## src/rtl/uart_rx_pkg.sv

```systemverilog
package uart_rx_pkg;
   localparam int RX_DW = 8;

   typedef struct packed {
      logic [RX_DW-1:0] data;
      logic             fe;
      logic             dor;
      logic             pe;
   } rx_entry_t;

   typedef enum logic [2:0] {
      ST_IDLE,
      ST_START,
      ST_DATA,
      ST_PAR,
      ST_STOP
   } rx_state_e;
endpackage

```

## src/rtl/uart_rx_sync.sv

```systemverilog
module uart_rx_sync #(
   parameter int STAGES = 2
) (
   input  logic clk,
   input  logic rst_n,
   input  logic din,
   output logic dout
);
   logic [STAGES-1:0] chain;

   generate
      if (STAGES < 2) begin : g_bad
         $error("uart_rx_sync needs at least two stages");
      end
      for (genvar g = 0; g < STAGES; g++) begin : g_stage
         if (g == 0) begin : g_first
            always_ff @(posedge clk or negedge rst_n)
               if (!rst_n) chain[0] <= 1'b1;
               else        chain[0] <= din;
         end else begin : g_next
            always_ff @(posedge clk or negedge rst_n)
               if (!rst_n) chain[g] <= 1'b1;
               else        chain[g] <= chain[g-1];
         end
      end
   endgenerate

   assign dout = chain[STAGES-1];
endmodule

```

## src/rtl/uart_rx_bitengine.sv

```systemverilog
module uart_rx_bitengine
   import uart_rx_pkg::*;
#(
   parameter int OSR      = 16,
   parameter int MIN_BITS = 5,
   parameter int SEL_W    = 2
) (
   input  logic             clk,
   input  logic             rst_n,
   input  logic             clear,
   input  logic             tick,
   input  logic             rx,
   input  logic [1:0]       par_mode,
   input  logic [SEL_W-1:0] dbits_sel,
   output logic             start_ok,
   output logic             done,
   output logic [RX_DW-1:0] data,
   output logic             fe,
   output logic             pe
);
   localparam int CW       = $clog2(OSR);
   localparam int MAX_BITS = MIN_BITS + (1 << SEL_W) - 1;
   localparam int BW       = $clog2(MAX_BITS);
   localparam int MID      = OSR / 2;

   generate
      if (OSR < 8 || (OSR & (OSR - 1)) != 0) begin : g_bad_osr
         $error("OSR must be a power of two of at least 8");
      end
      if (MAX_BITS > RX_DW) begin : g_bad_bits
         $error("data width selection exceeds the data word");
      end
   endgenerate

   rx_state_e        state;
   logic [CW-1:0]    cnt;
   logic [BW-1:0]    bidx;
   logic             s_a, s_b, pbit;
   logic             vote;
   logic [BW-1:0]    last_idx;

   assign vote     = (s_a & s_b) | (s_a & rx) | (s_b & rx);
   assign last_idx = BW'(MIN_BITS - 1) + BW'(dbits_sel);

   always_ff @(posedge clk or negedge rst_n) begin
      if (!rst_n) begin
         state <= ST_IDLE; cnt <= '0; bidx <= '0;
         s_a <= 1'b1; s_b <= 1'b1; pbit <= 1'b0;
         start_ok <= 1'b0; done <= 1'b0;
         data <= '0; fe <= 1'b0; pe <= 1'b0;
      end else if (clear) begin
         state <= ST_IDLE; cnt <= '0;
         start_ok <= 1'b0; done <= 1'b0;
      end else begin
         start_ok <= 1'b0;
         done     <= 1'b0;
         if (tick) begin
            if (state == ST_IDLE) begin
               if (!rx) begin
                  state <= ST_START;
                  cnt   <= CW'(1);
               end
            end else begin
               cnt <= cnt + CW'(1);
               if (cnt == CW'(MID - 1)) s_a <= rx;
               if (cnt == CW'(MID))     s_b <= rx;
               if (cnt == CW'(MID + 1)) begin
                  case (state)
                     ST_START: begin
                        if (vote) state <= ST_IDLE;
                        else begin
                           start_ok <= 1'b1;
                           data     <= '0;
                           bidx     <= '0;
                        end
                     end
                     ST_DATA: data[bidx] <= vote;
                     ST_PAR:  pbit <= vote;
                     ST_STOP: begin
                        done  <= 1'b1;
                        fe    <= ~vote;
                        pe    <= par_mode[1] & (pbit ^ (^data) ^ par_mode[0]);
                        state <= ST_IDLE;
                     end
                     default: state <= ST_IDLE;
                  endcase
               end
               if (cnt == CW'(OSR - 1)) begin
                  case (state)
                     ST_START: state <= ST_DATA;
                     ST_DATA: begin
                        if (bidx == last_idx)
                           state <= par_mode[1] ? ST_PAR : ST_STOP;
                        else
                           bidx <= bidx + BW'(1);
                     end
                     ST_PAR:  state <= ST_STOP;
                     default: ;
                  endcase
               end
            end
         end
      end
   end
endmodule

```

## src/rtl/uart_rx_fifo2.sv

```systemverilog
module uart_rx_fifo2
   import uart_rx_pkg::*;
#(
   parameter int DEPTH = 2
) (
   input  logic                       clk,
   input  logic                       rst_n,
   input  logic                       flush,
   input  logic                       push,
   input  rx_entry_t                  wentry,
   input  logic                       pop,
   output rx_entry_t                  head,
   output logic [$clog2(DEPTH+1)-1:0] level,
   output logic                       full,
   output logic                       empty
);
   localparam int AW = $clog2(DEPTH);
   localparam int LW = $clog2(DEPTH + 1);

   generate
      if (DEPTH < 2 || (DEPTH & (DEPTH - 1)) != 0) begin : g_bad_depth
         $error("DEPTH must be a power of two of at least 2");
      end
   endgenerate

   rx_entry_t     mem [DEPTH];
   logic [AW-1:0] wp, rp;
   logic          do_push, do_pop;

   assign full    = (level == LW'(DEPTH));
   assign empty   = (level == '0);
   assign do_push = push & ~full;
   assign do_pop  = pop & ~empty;
   assign head    = mem[rp];

   generate
      for (genvar g = 0; g < DEPTH; g++) begin : g_slot
         always_ff @(posedge clk or negedge rst_n)
            if (!rst_n)                         mem[g] <= '0;
            else if (do_push && wp == AW'(g))   mem[g] <= wentry;
      end
   endgenerate

   always_ff @(posedge clk or negedge rst_n) begin
      if (!rst_n) begin
         wp <= '0; rp <= '0; level <= '0;
      end else if (flush) begin
         wp <= '0; rp <= '0; level <= '0;
      end else begin
         if (do_push) wp <= wp + AW'(1);
         if (do_pop)  rp <= rp + AW'(1);
         level <= level + LW'(do_push) - LW'(do_pop);
      end
   end
endmodule

```

## src/rtl/uart_rx_buffered.sv

```systemverilog
module uart_rx_buffered
   import uart_rx_pkg::*;
#(
   parameter int OSR         = 16,
   parameter int MIN_BITS    = 5,
   parameter int SEL_W       = 2,
   parameter int DEPTH       = 2,
   parameter int SYNC_STAGES = 2
) (
   input  logic             clk,
   input  logic             rst_n,
   input  logic             tick16,
   input  logic             rxd,
   input  logic             rx_en,
   input  logic             int_en,
   input  logic [1:0]       par_mode,
   input  logic [SEL_W-1:0] dbits_sel,
   input  logic             rd_data,
   output logic             rx_ready,
   output logic             err_frame,
   output logic             err_overrun,
   output logic             err_parity,
   output logic [RX_DW-1:0] rx_dout,
   output logic             irq
);
   localparam int LW = $clog2(DEPTH + 1);

   logic             rx_s, flush;
   logic             eng_start, eng_done, eng_fe, eng_pe;
   logic [RX_DW-1:0] eng_data;
   rx_entry_t        head, wentry;
   logic [LW-1:0]    level;
   logic             q_full, q_empty;

   logic             pend_v, ovr_pend;
   logic [RX_DW-1:0] pend_data;
   logic             pend_fe, pend_pe;
   logic             push_pend, push_new, push;

   assign flush = ~rx_en;

   uart_rx_sync #(.STAGES(SYNC_STAGES)) u_sync (
      .clk(clk), .rst_n(rst_n), .din(rxd), .dout(rx_s));

   uart_rx_bitengine #(.OSR(OSR), .MIN_BITS(MIN_BITS), .SEL_W(SEL_W)) u_eng (
      .clk(clk), .rst_n(rst_n), .clear(flush), .tick(tick16), .rx(rx_s),
      .par_mode(par_mode), .dbits_sel(dbits_sel), .start_ok(eng_start),
      .done(eng_done), .data(eng_data), .fe(eng_fe), .pe(eng_pe));

   assign push_pend = pend_v & ~q_full;
   assign push_new  = eng_done & ~pend_v & ~q_full;
   assign push      = push_pend | push_new;

   always_comb begin
      if (push_pend) wentry = '{data: pend_data, fe: pend_fe, dor: ovr_pend, pe: pend_pe};
      else           wentry = '{data: eng_data,  fe: eng_fe,  dor: ovr_pend, pe: eng_pe};
   end

   uart_rx_fifo2 #(.DEPTH(DEPTH)) u_fifo (
      .clk(clk), .rst_n(rst_n), .flush(flush), .push(push), .wentry(wentry),
      .pop(rd_data), .head(head), .level(level), .full(q_full), .empty(q_empty));

   always_ff @(posedge clk or negedge rst_n) begin
      if (!rst_n) begin
         pend_v <= 1'b0; ovr_pend <= 1'b0;
         pend_data <= '0; pend_fe <= 1'b0; pend_pe <= 1'b0;
      end else if (flush) begin
         pend_v <= 1'b0; ovr_pend <= 1'b0;
      end else begin
         ovr_pend <= (ovr_pend & ~push) | (eng_start & q_full & pend_v);
         if (eng_done && !push_new) begin
            pend_v    <= 1'b1;
            pend_data <= eng_data;
            pend_fe   <= eng_fe;
            pend_pe   <= eng_pe;
         end else if (push_pend) begin
            pend_v <= 1'b0;
         end
      end
   end

   assign rx_ready    = ~q_empty;
   assign err_frame   = rx_ready & head.fe;
   assign err_overrun = rx_ready & head.dor;
   assign err_parity  = rx_ready & head.pe;
   assign rx_dout     = rx_ready ? head.data : '0;
   assign irq         = rx_ready & int_en;
endmodule

```

## config.mk

```make
export PLATFORM = sky130hd
export DESIGN_NAME = uart_rx_buffered
export DESIGN_NICKNAME = d
export VERILOG_FILES = /design/src/rtl/uart_rx_pkg.sv /design/src/rtl/uart_rx_sync.sv /design/src/rtl/uart_rx_bitengine.sv /design/src/rtl/uart_rx_fifo2.sv /design/src/rtl/uart_rx_buffered.sv
export SDC_FILE = /design/constraint.sdc
export NUM_CORES = 1
export LEC_CHECK = 0
export CORE_ASPECT_RATIO = 0.6
export CORE_MARGIN = 4
export CORE_UTILIZATION = 57
export DETAILED_ROUTE_END_ITERATION = 7
export PLACE_DENSITY = 0.74
export SLEW_MARGIN = 20
export SYNTH_ARGS = -nofsm -noshare
export SYNTH_HDL_FRONTEND = slang
export SYNTH_SLANG_ARGS = --single-unit
```

## constraint.sdc

```tcl
create_clock -name clk -period 4.6 [get_ports clk]
set_clock_uncertainty 0.1 [all_clocks]
set_input_delay 1.15 -clock clk [delete_from_list [all_inputs] [get_ports clk]]
set_output_delay 1.15 -clock clk [all_outputs]
set_load 0.02 [all_outputs]
```

# Word level (Yosys, flattened, before mapping)
# Index checks and enable logic that the tools add are counted.
[totals]
wordCells = 154
regBits = 65
input_bits = 11
out_inout_bits = 13
[classes]
bitwise = 30
n_lt_le_gt_ge = 3
n_mux = 51
n_addsub = 7
eq_ne = 16
n_reduce_logical = 18
[ops]
columns = ["operator", "count"]
rows = [
  ["$mux 3", 15],
  ["$mux 11", 4],
  ["$mux 1", 20],
  ["$and 1x1->1", 16],
  ["$mux 4", 4],
  ["$mux 8", 2],
  ["$pmux 8 s2", 1],
  ["$eq 4x4->1 const B", 3],
  ["$reduce_and 5->1", 2],
  ["$pmux 3 s3", 1],
  ["$bwmux 8", 1],
  ["$reduce_and 4->1", 2],
  ["$reduce_xor 8->1", 1],
  ["$not 1->1", 7],
  ["$eq 3x2->1 const B", 2],
  ["$pmux 3 s2", 1],
  ["$reduce_and 6->1", 1],
  ["$add 4x1->4 const B", 1],
  ["$eq 4x3->1 const B", 1],
  ["$logic_and 1x1->1", 4],
  ["$lt 3x4->1 const B", 1],
  ["$ne 2x1->1 const B", 2],
  ["$ne 2x2->1 const B", 2],
  ["$or 1x1->1", 4],
  ["other kinds (24)", 27],
]

# Longest topological paths before layout
# Gate-level depths: netlist of run 1.
[depth]
depth_word = 12
depth_mapped = 8
mapped_depth_nobuf = 8

# Modules after synthesis
# A second synthesis of run 1 with hierarchy kept.
[unflattened]
hier_cells = 306
hier_area_um2 = 3565.9
[modules_own_cells]
columns = ["module", "n_inst", "area_each_um2", "cells_per_inst", "seq_area_each_um2"]
rows = [
  ["uart_rx_bitengine", 1, 1599.0, 163, 628.1],
  ["uart_rx_fifo2", 1, 1183.6, 82, 650.6],
  ["uart_rx_buffered", 1, 730.7, 59, 300.3],
  ["uart_rx_sync", 1, 52.6, 2, 52.6],
]

# Least setup slack after synthesis of run 1
# Ideal clock, no wire load.
[synth_path]
path_type = "input -> output"
from = "input port int_en"
to = "output port irq"
path_slack_ns = 1.873
path_stages = 1
required_time_ns = 3.350
arrival_time_ns = 1.477
n_path_buf = 0
path_cell_list = "nor2b_1"
[synth_between]
elab_chain_cells = 1
[synth_lines]
columns = ["element", "line", "source"]
rows = [
  ["start, declared", "uart_rx_buffered.sv:15", "input logic int_en,"],
  ["$and 1x1->1", "uart_rx_buffered.sv:87", "assign irq = rx_ready & int_en;"],
  ["end, declared", "uart_rx_buffered.sv:24", "output logic irq"],
]
# No other way between the ends.

# Final worst setup path of run 1
# Ends and elaborated chain as after synthesis.

==> results.tsv, run 1 <==
metric	value	unit
crit_type	primary input to output port	
ios	24	
clk_pin_slew_worst_paths	70	ps
cpMostUsedCell	clkdlybuf4s50_1	
fin_tns_setup	0	ps
grt_max_degree	39	
synth-edff-count	0	
hold_path_depth	0	
postCtsHoldBufs	0	
rr_startpoint	u_fifo.level[1]	
die_w	108	um
drcViolationCount	0	
start_util	59.7	%
power_density	352	mW/mm^2
synthCells	319	
maxClockFrequency	281	MHz
yosys_warnings	0	
worstRegToRegCells	8	
place_congestion	0.912	
grt-ovfl-total	0	
end_kind	output port	
cp.arrival	2310	ps
yosysTopAreaCell	dfrtp_1	
yosysSeqAreaShare	48.1	%
cts_sinks	65	
synth_top_flop_cell	dfrtp_1	
min_period	3560	ps
rows	21	
finalMaxSlewViolations	0	
p_leak	1.74	nW
cts-root-buf	clkbuf_8	
start_kind	primary input	
status	finished clean	
synth_top_family_by_area	simple AND/OR/NAND/NOR gates	
synth_top_area_share	45.0	%
worstPathRequired	3350	ps
synth_xor_xnor_area_share	4.02	%
slowest_delay	610	ps
ant_nets	0	
synthesis.nets	336	
final_core_utilization	68.8	%
track_usage	20.7	%
insertion_delay	340	ps
hpwlAfterDp	4.99	mm
drive_gt1_share	14.2	%
yosys.area_share.simple	15.7	%
timing.rr.end	u_fifo.level[1]	
wl	6.91	mm
hold_class	register to register	
most-common-layout-cells	dfrtp_1 (61), nor2_1 (35), o21ai_0 (23)	
io_buffers	23	
rsz0062_at_grt	no	
cts_resized	0	
r2r_slack	2150	ps
viasPerCell	5.75	
dieArea	0.00729	sq mm
slew_headroom	36.8	%
post_drt_wl_per_cell	16.3	um
startpoint	int_en	
via_count	2444	
synth_compound_area_share	14.8	%
final.fill_count	440	
tritoncts	yes	
yosys-top-cells-area	dfrtp_1 (45%), mux2i_1 (6.2%), mux2_2 (5.0%)	
clk_path_buf_depth	2	
core_area	0.00568	sq mm
initialDrtViolationCount	142	
antennaDiodeCount	0	
maxCapViolations	0	
final_common_cell	dfrtp_1	
grt_pass1_wl	11.5	mm
grt_pass1_vias	2262	
synth_cell_type_count	54	
slowest_stage	clkdlybuf4s50_1	
fin_crit_sh	77.4	%
die_y	67.7	um
setup-violations-final	0	
crit_chain	clkdlybuf4s50_1 -> nor2b_1 -> clkdlybuf4s50_1	
post-cts-setup-buffers	0	
syn_avg_cell_area	10.6	sq um
worst_slew_pin_slew	944	ps
critical_path.endpoint	irq	
synth_area	0.00339	sq mm
h-tree-depth	3	
timing_hold_violations_final	0	
synthArstFlopShare	100	%
synth_seq_cells	65	
ir_drop	0.210	mV
synthMuxAreaShare	11.2	%
area_growth	15.2	%
drtPass1Iterations	5	
crit_fanout	1	
cts_buffers	9	
nNetsFinal	357	
antenna_found_initial	0	
synth_fa_ha_area_share	2.51	%
state kept, by name, indices dropped and copies added, names as in the netlist, 2 cells and up:
signal        flops
u_fifo.mem       22
u_eng.data        8
u_fifo.level      2
pend_data         8
u_eng.cnt         4
u_eng.bidx        3
u_eng.state       3
worst max-delay path, delay by kind of cell:
| kind | cells | cell delay [ps] |
|---|---|---|
| buffers and inverters | 2 | 1050 |
| AND/OR/NAND/NOR | 1 | 110 |
worst min-delay path by stage:
| stage | start | to | slack, ps |
|---|---|---|---|
| 5_1_grt | u_sync.chain[0] | u_sync.dout | 260 |
| 3_5_place_dp | u_sync.chain[0] | u_sync.dout | 250 |
| 6_report | u_sync.chain[0] | u_sync.dout | 260 |
| 4_1_cts | u_sync.chain[0] | u_sync.dout | 260 |
| 2_1_floorplan | u_sync.chain[0] | u_sync.dout | 250 |
| 3_3_place_gp | u_sync.chain[0] | u_sync.dout | 250 |
cell usage after synthesis (2+ instances only):
cell type   n
o21ai_0    23
clkbuf_1    8
a21oi_2     2
a22o_1      2
nand3b_1    3
and2_1      2
xor2_1      3
and4_1      2
nand4_1     2
inv_1      14
o41ai_1     2
o31ai_1     4
a32o_1      3
nor3_1      5
nand3_1     9
nand4b_1    3
a21oi_1    16
ha_1        6
nand2_1    17
o211ai_1    2
dfstp_2     4
a31oi_1     2
mux2_2     15
buf_6       2
nor2b_1     4
o2bb2ai_1   5
nand2b_1    6
buf_2       4
dfrtp_1    61
mux2i_1    21
nor2_1     35
xnor2_1    10
power by group:
group / switching, mW / leakage, nW / internal (mW)
Combinational: 0.0942 / 0.745 / 0.0727
Sequential: 0.0276 / 0.873 / 0.590
Clock: 0.217 / 0.120 / 0.374
Total: 0.339 / 1.74 / 1.04
metal layers:
metal / global-route usage (%) / vias up / part of all wire [%]
li1: - / 1187 / -
met1: 31.1 / 1168 / 49
met2: 28.3 / 79 / 42
met3: 6.49 / 10 / 7.2
met4: 6.30 / 0 / 1.1
met5: 0 / - / 0
metrics by stage:
step / cells / hold slack, ps / total power [mW] / area (sq um) / setup slack, ps
after CTS: 425 / 259 / 1.39 / 3910 / 1040
after floorplan: 319 / 245 / 0.726 / 3390 / 1870
final: 425 / 258 / 1.38 / 3910 / 1040
after global routing: 425 / 264 / 1.42 / 3910 / 951
after global placement: 409 / 246 / 0.791 / 3660 / 1020
after detailed placement: 409 / 250 / 0.796 / 3660 / 1040
layout make-up:
class                   count  area (sq um)  share of cell area (%)
multi-input cells         226          1650                    42.1
flip-flops and latches     65          1630                    41.8
repair buffers             24           233                    5.96
clock buffers              11           141                    3.62
clock inverters             5           103                    2.63
well taps                  80           100                    2.56
inverters                  14          52.6                    1.35
cells by family (layout without fill, tap and decap cells):
kind of cell,count (synthesis),after routing
mux,36,36
xor+xnor,14,14
buf+inv,28,54
flops,65,65
compound gates,72,72
fa+ha+maj,7,7
simple gates,97,97
Note: power is estimated with default switching activity, not from simulation.
==> inputs of run 2 (changes only) <==
CORE_UTILIZATION = 53   (was 57)
PLACE_DENSITY = 0.72   (was 0.74)
clock period = 3.26 ns   (was 4.6 ns; I/O delays follow)
==> results.tsv, run 2 (synthesis gave the netlist of run 1 again) <==
metric	value	unit
grt_max_degree	34	
regMostFlops	u_fifo.mem	
clk_pin_slew_worst_paths	70	ps
rr_startpoint	u_eng.cnt[0]	
start_util	55.0	%
track_usage	17.7	%
worst_slew_pin_slew	750	ps
final_core_utilization	63.7	%
ir_drop	0.252	mV
final_cells	432	
cts_buffers	9	
tritoncts	yes	
start_kind	register	
crit_chain	mux2i_1 -> nor2_1 -> clkdlybuf4s50_1	
via_count	2344	
h-tree-depth	3	
hold_class	register to register	
slowest_stage	dfrtp_1	
dieArea	0.00778	sq mm
antennaDiodeCount	0	
die_w	111	um
power_density	480	mW/mm^2
multiInputGateArea	0.00164	sq mm
slowest_delay	770	ps
ant_nets	0	
drcViolationCount	0	
post_drt_wl_per_cell	15.1	um
most-common-layout-cells	dfrtp_1 (61), nor2_1 (35), o21ai_0 (23)	
min_from	u_sync.chain[0]	
rows	22	
grt_pass1_wl	11.0	mm
ios	24	
drtPass1Iterations	4	
cts_sinks	65	
startpoint	u_fifo.rp	
postCtsHoldBufs	0	
nNetsFinal	360	
grt-ovfl-total	0	
maxCapViolations	0	
cts-root-buf	clkbuf_8	
grt_pass1_vias	2234	
final_common_cell	dfrtp_1	
hpwlAfterDp	4.64	mm
core_area	0.00617	sq mm
cp.arrival	2050	ps
end_kind	output port	
rsz0062_at_grt	no	
cts_resized	0	
io_buffers	23	
worstPathRequired	2340	ps
p_leak	1.76	nW
reg_top3	u_fifo.mem x22, pend_data x8, u_eng.data x8	
wl	6.53	mm
clk_path_buf_depth	2	
largest_register_ffs	22	
slew_headroom	50.0	%
fin_tns_setup	0	ps
place_inst	416	
final-seq-area	0.00163	sq mm
post-cts-setup-buffers	0	
area_growth	15.8	%
drive_gt1_share	15.2	%
fin_crit_sh	90.9	%
crit_type	register to output port	
maxClockFrequency	337	MHz
antenna_found_initial	0	
timing_hold_violations_final	0	
min_period	2960	ps
viasPerCell	5.43	
place_congestion	0.845	
insertion_delay	340	ps
status	finished clean	
crit_fanout	12	
final.fill_count	518	
initialDrtViolationCount	125	
finalMaxSlewViolations	0	
setup-violations-final	0	
die_y	70.0	um
run 2: changes by cell type in the layout (fill, tap and decap cells not counted), sizes merged:
| cell | before | now |
|---|---|---|
| buf | 2 | 5 |
| bufinv | 3 | 2 |
| clkbuf | 11 | 10 |
| clkinv | 1 | 4 |
| clkinvlp | 1 | 0 |
run 2: path summary, 6_finish.rpt:
| kind | slack (ps) | depth (start not counted) | endpoint |
|---|---|---|---|
| worst max-delay path | 300 | 3 | rx_dout[6] |
| worst min-delay path | 260 | 0 | u_sync.dout |
| worst max register to register | 1280 | 5 | u_eng.bidx[2] |
| worst min register to register | 260 | 0 | u_sync.dout |
| max in group asynchronous | 1920 | 2 | u_sync.chain[0] |
| min in group asynchronous | 430 | 1 | u_fifo.mem[3] |
run 2: metal layers:
layer / track usage (%) / part of all wire [%] / up-vias
li1: - / - / 1198
met1: 25.6 / 52 / 1083
met2: 25.3 / 42 / 59
met3: 6.49 / 5.4 / 4
met4: 4.45 / 0.58 / 0
met5: 0 / 0 / -
run 2: worst max-delay path, delay by kind of cell, from the launching register on:
family	cells	cell delay (ps)
AND/OR/NAND/NOR	1	140
multiplexers	1	180
flip-flops	1	770
buffers and inverters	1	620
run 2: layout make-up:
class	instances	area share, %
multi-input combinational	226	41.8
sequential	65	41.6
timing repair buffer	27	6.82
clock buffer	10	3.51
tap	84	2.68
clock inverter	6	2.33
inverter	14	1.34
run 2: report_power, final:
part           internal [mW]  switching, mW
logic                  0.112          0.130
clock network          0.454          0.321
registers              0.832         0.0370
total                   1.40          0.488
run 2: through the flow:
step | power (mW) | worst slack [ps] | hold WS [ps] | instance area [sq um]
floorplan | 1.02 | 1200 | 245 | 3390
global placement | 1.12 | 354 | 248 | 3700
detailed placement | 1.13 | 358 | 248 | 3700
CTS | 1.91 | 278 | 259 | 3930
global route | 1.97 | 232 | 264 | 3930
finish | 1.89 | 296 | 258 | 3930
==> inputs of run 3 (changes only) <==
ABC_AREA = 1   (was not set)
CORE_UTILIZATION = 40   (was 53)
HOLD_SLACK_MARGIN = 0.12   (was not set)
PLACE_DENSITY = 0.56   (was 0.72)
==> results.tsv, run 3 <==
metric	value	unit
internal_power	1.42	mW
reg_top3	u_fifo.mem x22, pend_data x8, u_eng.data x8	
hold_class	register to register	
antenna_found_initial	0	
nNetsFinal	478	
sw_frac_of_total	24.4	%
worstRegToRegCells	8	
final.fill_count	825	
rr_startpoint	u_eng.state[2]	
maxClockFrequency	331	MHz
place_congestion	0.816	
die_y	81.3	um
switchingPower	0.459	mW
track_usage	16.3	%
startpoint	u_fifo.rp	
wl_met3	374	um
timing.rr.end	u_eng.bidx[1]	
pre_cts_slack	354	ps
crit_fanout	24	
hpwlAfterDp	5.53	mm
place_inst	562	
power_density	453	mW/mm^2
r2r_slack	1260	ps
tritoncts	yes	
synth_top_area_share	42.7	%
clkPwrFrac	47.3	%
cp.arrival	2110	ps
routed.top_layer	met4	
yosysSeqAreaShare	45.6	%
initialDrtViolationCount	165	
fin_crit_sh	92.7	%
maxCapViolations	0	
drtPass1Iterations	5	
critical_path.endpoint	err_frame	
timing_hold_violations_final	0	
worstPathRequired	2340	ps
final.setup.worst_slack	239	ps
syn_avg_cell_area	8.17	sq um
synthArstFlopShare	100	%
final_common_cell	nand2_1	
viasPerCell	4.99	
antennaDiodeCount	0	
largest_register_ffs	22	
clk_pin_slew_worst_paths	50	ps
grt_pass1_wl	13.4	mm
postCtsHoldBufs	0	
synth_common_cells	nand2_1 (108), dfrtp_1 (61), inv_1 (61)	
ios	24	
io_buffers	23	
via_count	2884	
grt_pass1_vias	2761	
area_growth	16.2	%
drcViolationCount	0	
hold_path_depth	0	
cts-root-buf	clkbuf_16	
status	finished clean	
drive_gt1_share	11.4	%
synth_area	0.00358	sq mm
start_util	41.5	%
multiInputGateArea	0.00160	sq mm
start_kind	register	
cts_resized	0	
synth_seq_cells	65	
fin_tns_setup	0	ps
rsz0062_at_grt	no	
yosys-top-cells-area	dfrtp_1 (43%), nand2_1 (11%), inv_1 (6.4%)	
synth-edff-count	0	
grt-ovfl-total	0	
post-cts-setup-buffers	0	
p_leak	2.04	nW
synth.most_common_cell	nand2_1	
synth_cell_type_count	38	
ant_nets	0	
m1WireLength	4.09	mm
worst_slew_pin_slew	831	ps
yosys_warnings	0	
synth_top_flop_cell	dfrtp_1	
design_area	0.00416	sq mm
p_comb_share	8.0	%
cts_sinks	65	
grt_max_degree	44	
die_w	130	um
final-seq-area	0.00163	sq mm
dr_wl_met2	3.17	mm
cts_buffers	9	
ir_drop	0.241	mV
p_seq_share	44.6	%
clk_path_buf_depth	2	
min_from	u_sync.chain[0]	
placedInstanceArea	0.00388	sq mm
synthesis.nets	455	
post_drt_wl_per_cell	13.3	um
slew_headroom	44.5	%
yosysTopAreaCell	dfrtp_1	
setup-violations-final	0	
finalMaxSlewViolations	0	
regMostFlops	u_fifo.mem	
most-common-layout-cells	nand2_1 (108), inv_1 (61), dfrtp_1 (61)	
end_kind	output port	
min_period	3020	ps
crit_type	register to output port	
wl	7.69	mm
dieArea	0.0106	sq mm
insertion_delay	330	ps
synthCells	438	
core_area	0.00862	sq mm
final_cells	578	
rows	26	
h-tree-depth	3	
==> run 3: cell types whose count changed after synthesis, sizes merged, moves of 7 or more <==
| cell | before | now |
|---|---|---|
| nand3 | 9 | 19 |
| nand2 | 17 | 111 |
| nand4 | 2 | 9 |
| o21ai | 24 | 50 |
| xnor2 | 10 | 2 |
| mux2i | 21 | 0 |
| inv | 14 | 65 |
==> run 3: worst min-delay path by stage <==
stage                  end  slack, ps
2_1_floorplan  u_sync.dout        250
3_3_place_gp   u_sync.dout        250
3_5_place_dp   u_sync.dout        250
4_1_cts        u_sync.dout        250
5_1_grt        u_sync.dout        260
6_report       u_sync.dout        260
==> run 3: kinds of logic after synthesis <==
logic type	after synthesis	share of synthesized area [%]
xor+xnor	5	1.22
fa+ha+maj	6	2.10
compound gates	86	13.8
mux	11	4.51
buf+inv	80	9.61
simple gates	185	23.1
flops	65	45.6
==> run 3: through the flow <==
stage                     hold WS, ps  total power [mW]  utilization [%]
after floorplan                   245             0.938                -
after global placement            247              1.01             45.0
after detailed placement          247              1.01             45.0
after CTS                         253              1.91             48.2
after global routing              259              1.96             48.2
final                             258              1.88             48.2
==> run 3: worst max-delay path, stage by stage, from the launching register on <==
cell             delay, ps
dfrtp_1                790
o21ai_0                190
a21oi_1                160
clkdlybuf4s50_1        620
==> run 3: cell type report <==
cell class                      instances  area share [%]
Sequential cell                        65            39.2
Multi-Input combinational cell        293            38.5
Clock buffer                           13            6.26
Timing Repair Buffer                   26            6.26
Inverter                               66            5.96
Tap cell                              112            3.37
Clock inverter                          3           0.361
==> run 3: power groups by stage <==
stage | clock network [mW] | registers [mW] | logic (mW)
6_report | 0.892 | 0.840 | 0.151
3_3_place_gp | 0 | 0.853 | 0.153
2_1_floorplan | 0 | 0.842 | 0.0965
4_1_cts | 0.913 | 0.840 | 0.155
3_5_place_dp | 0 | 0.854 | 0.154
5_1_grt | 0.943 | 0.842 | 0.172
==> run 3: layer usage <==
layer  track usage (%)  vias to the layer above
met5                 0                        -
met4              4.88                        0
met3              4.93                        5
met2              23.0                       48
met1              23.9                     1365
li1                  -                     1466
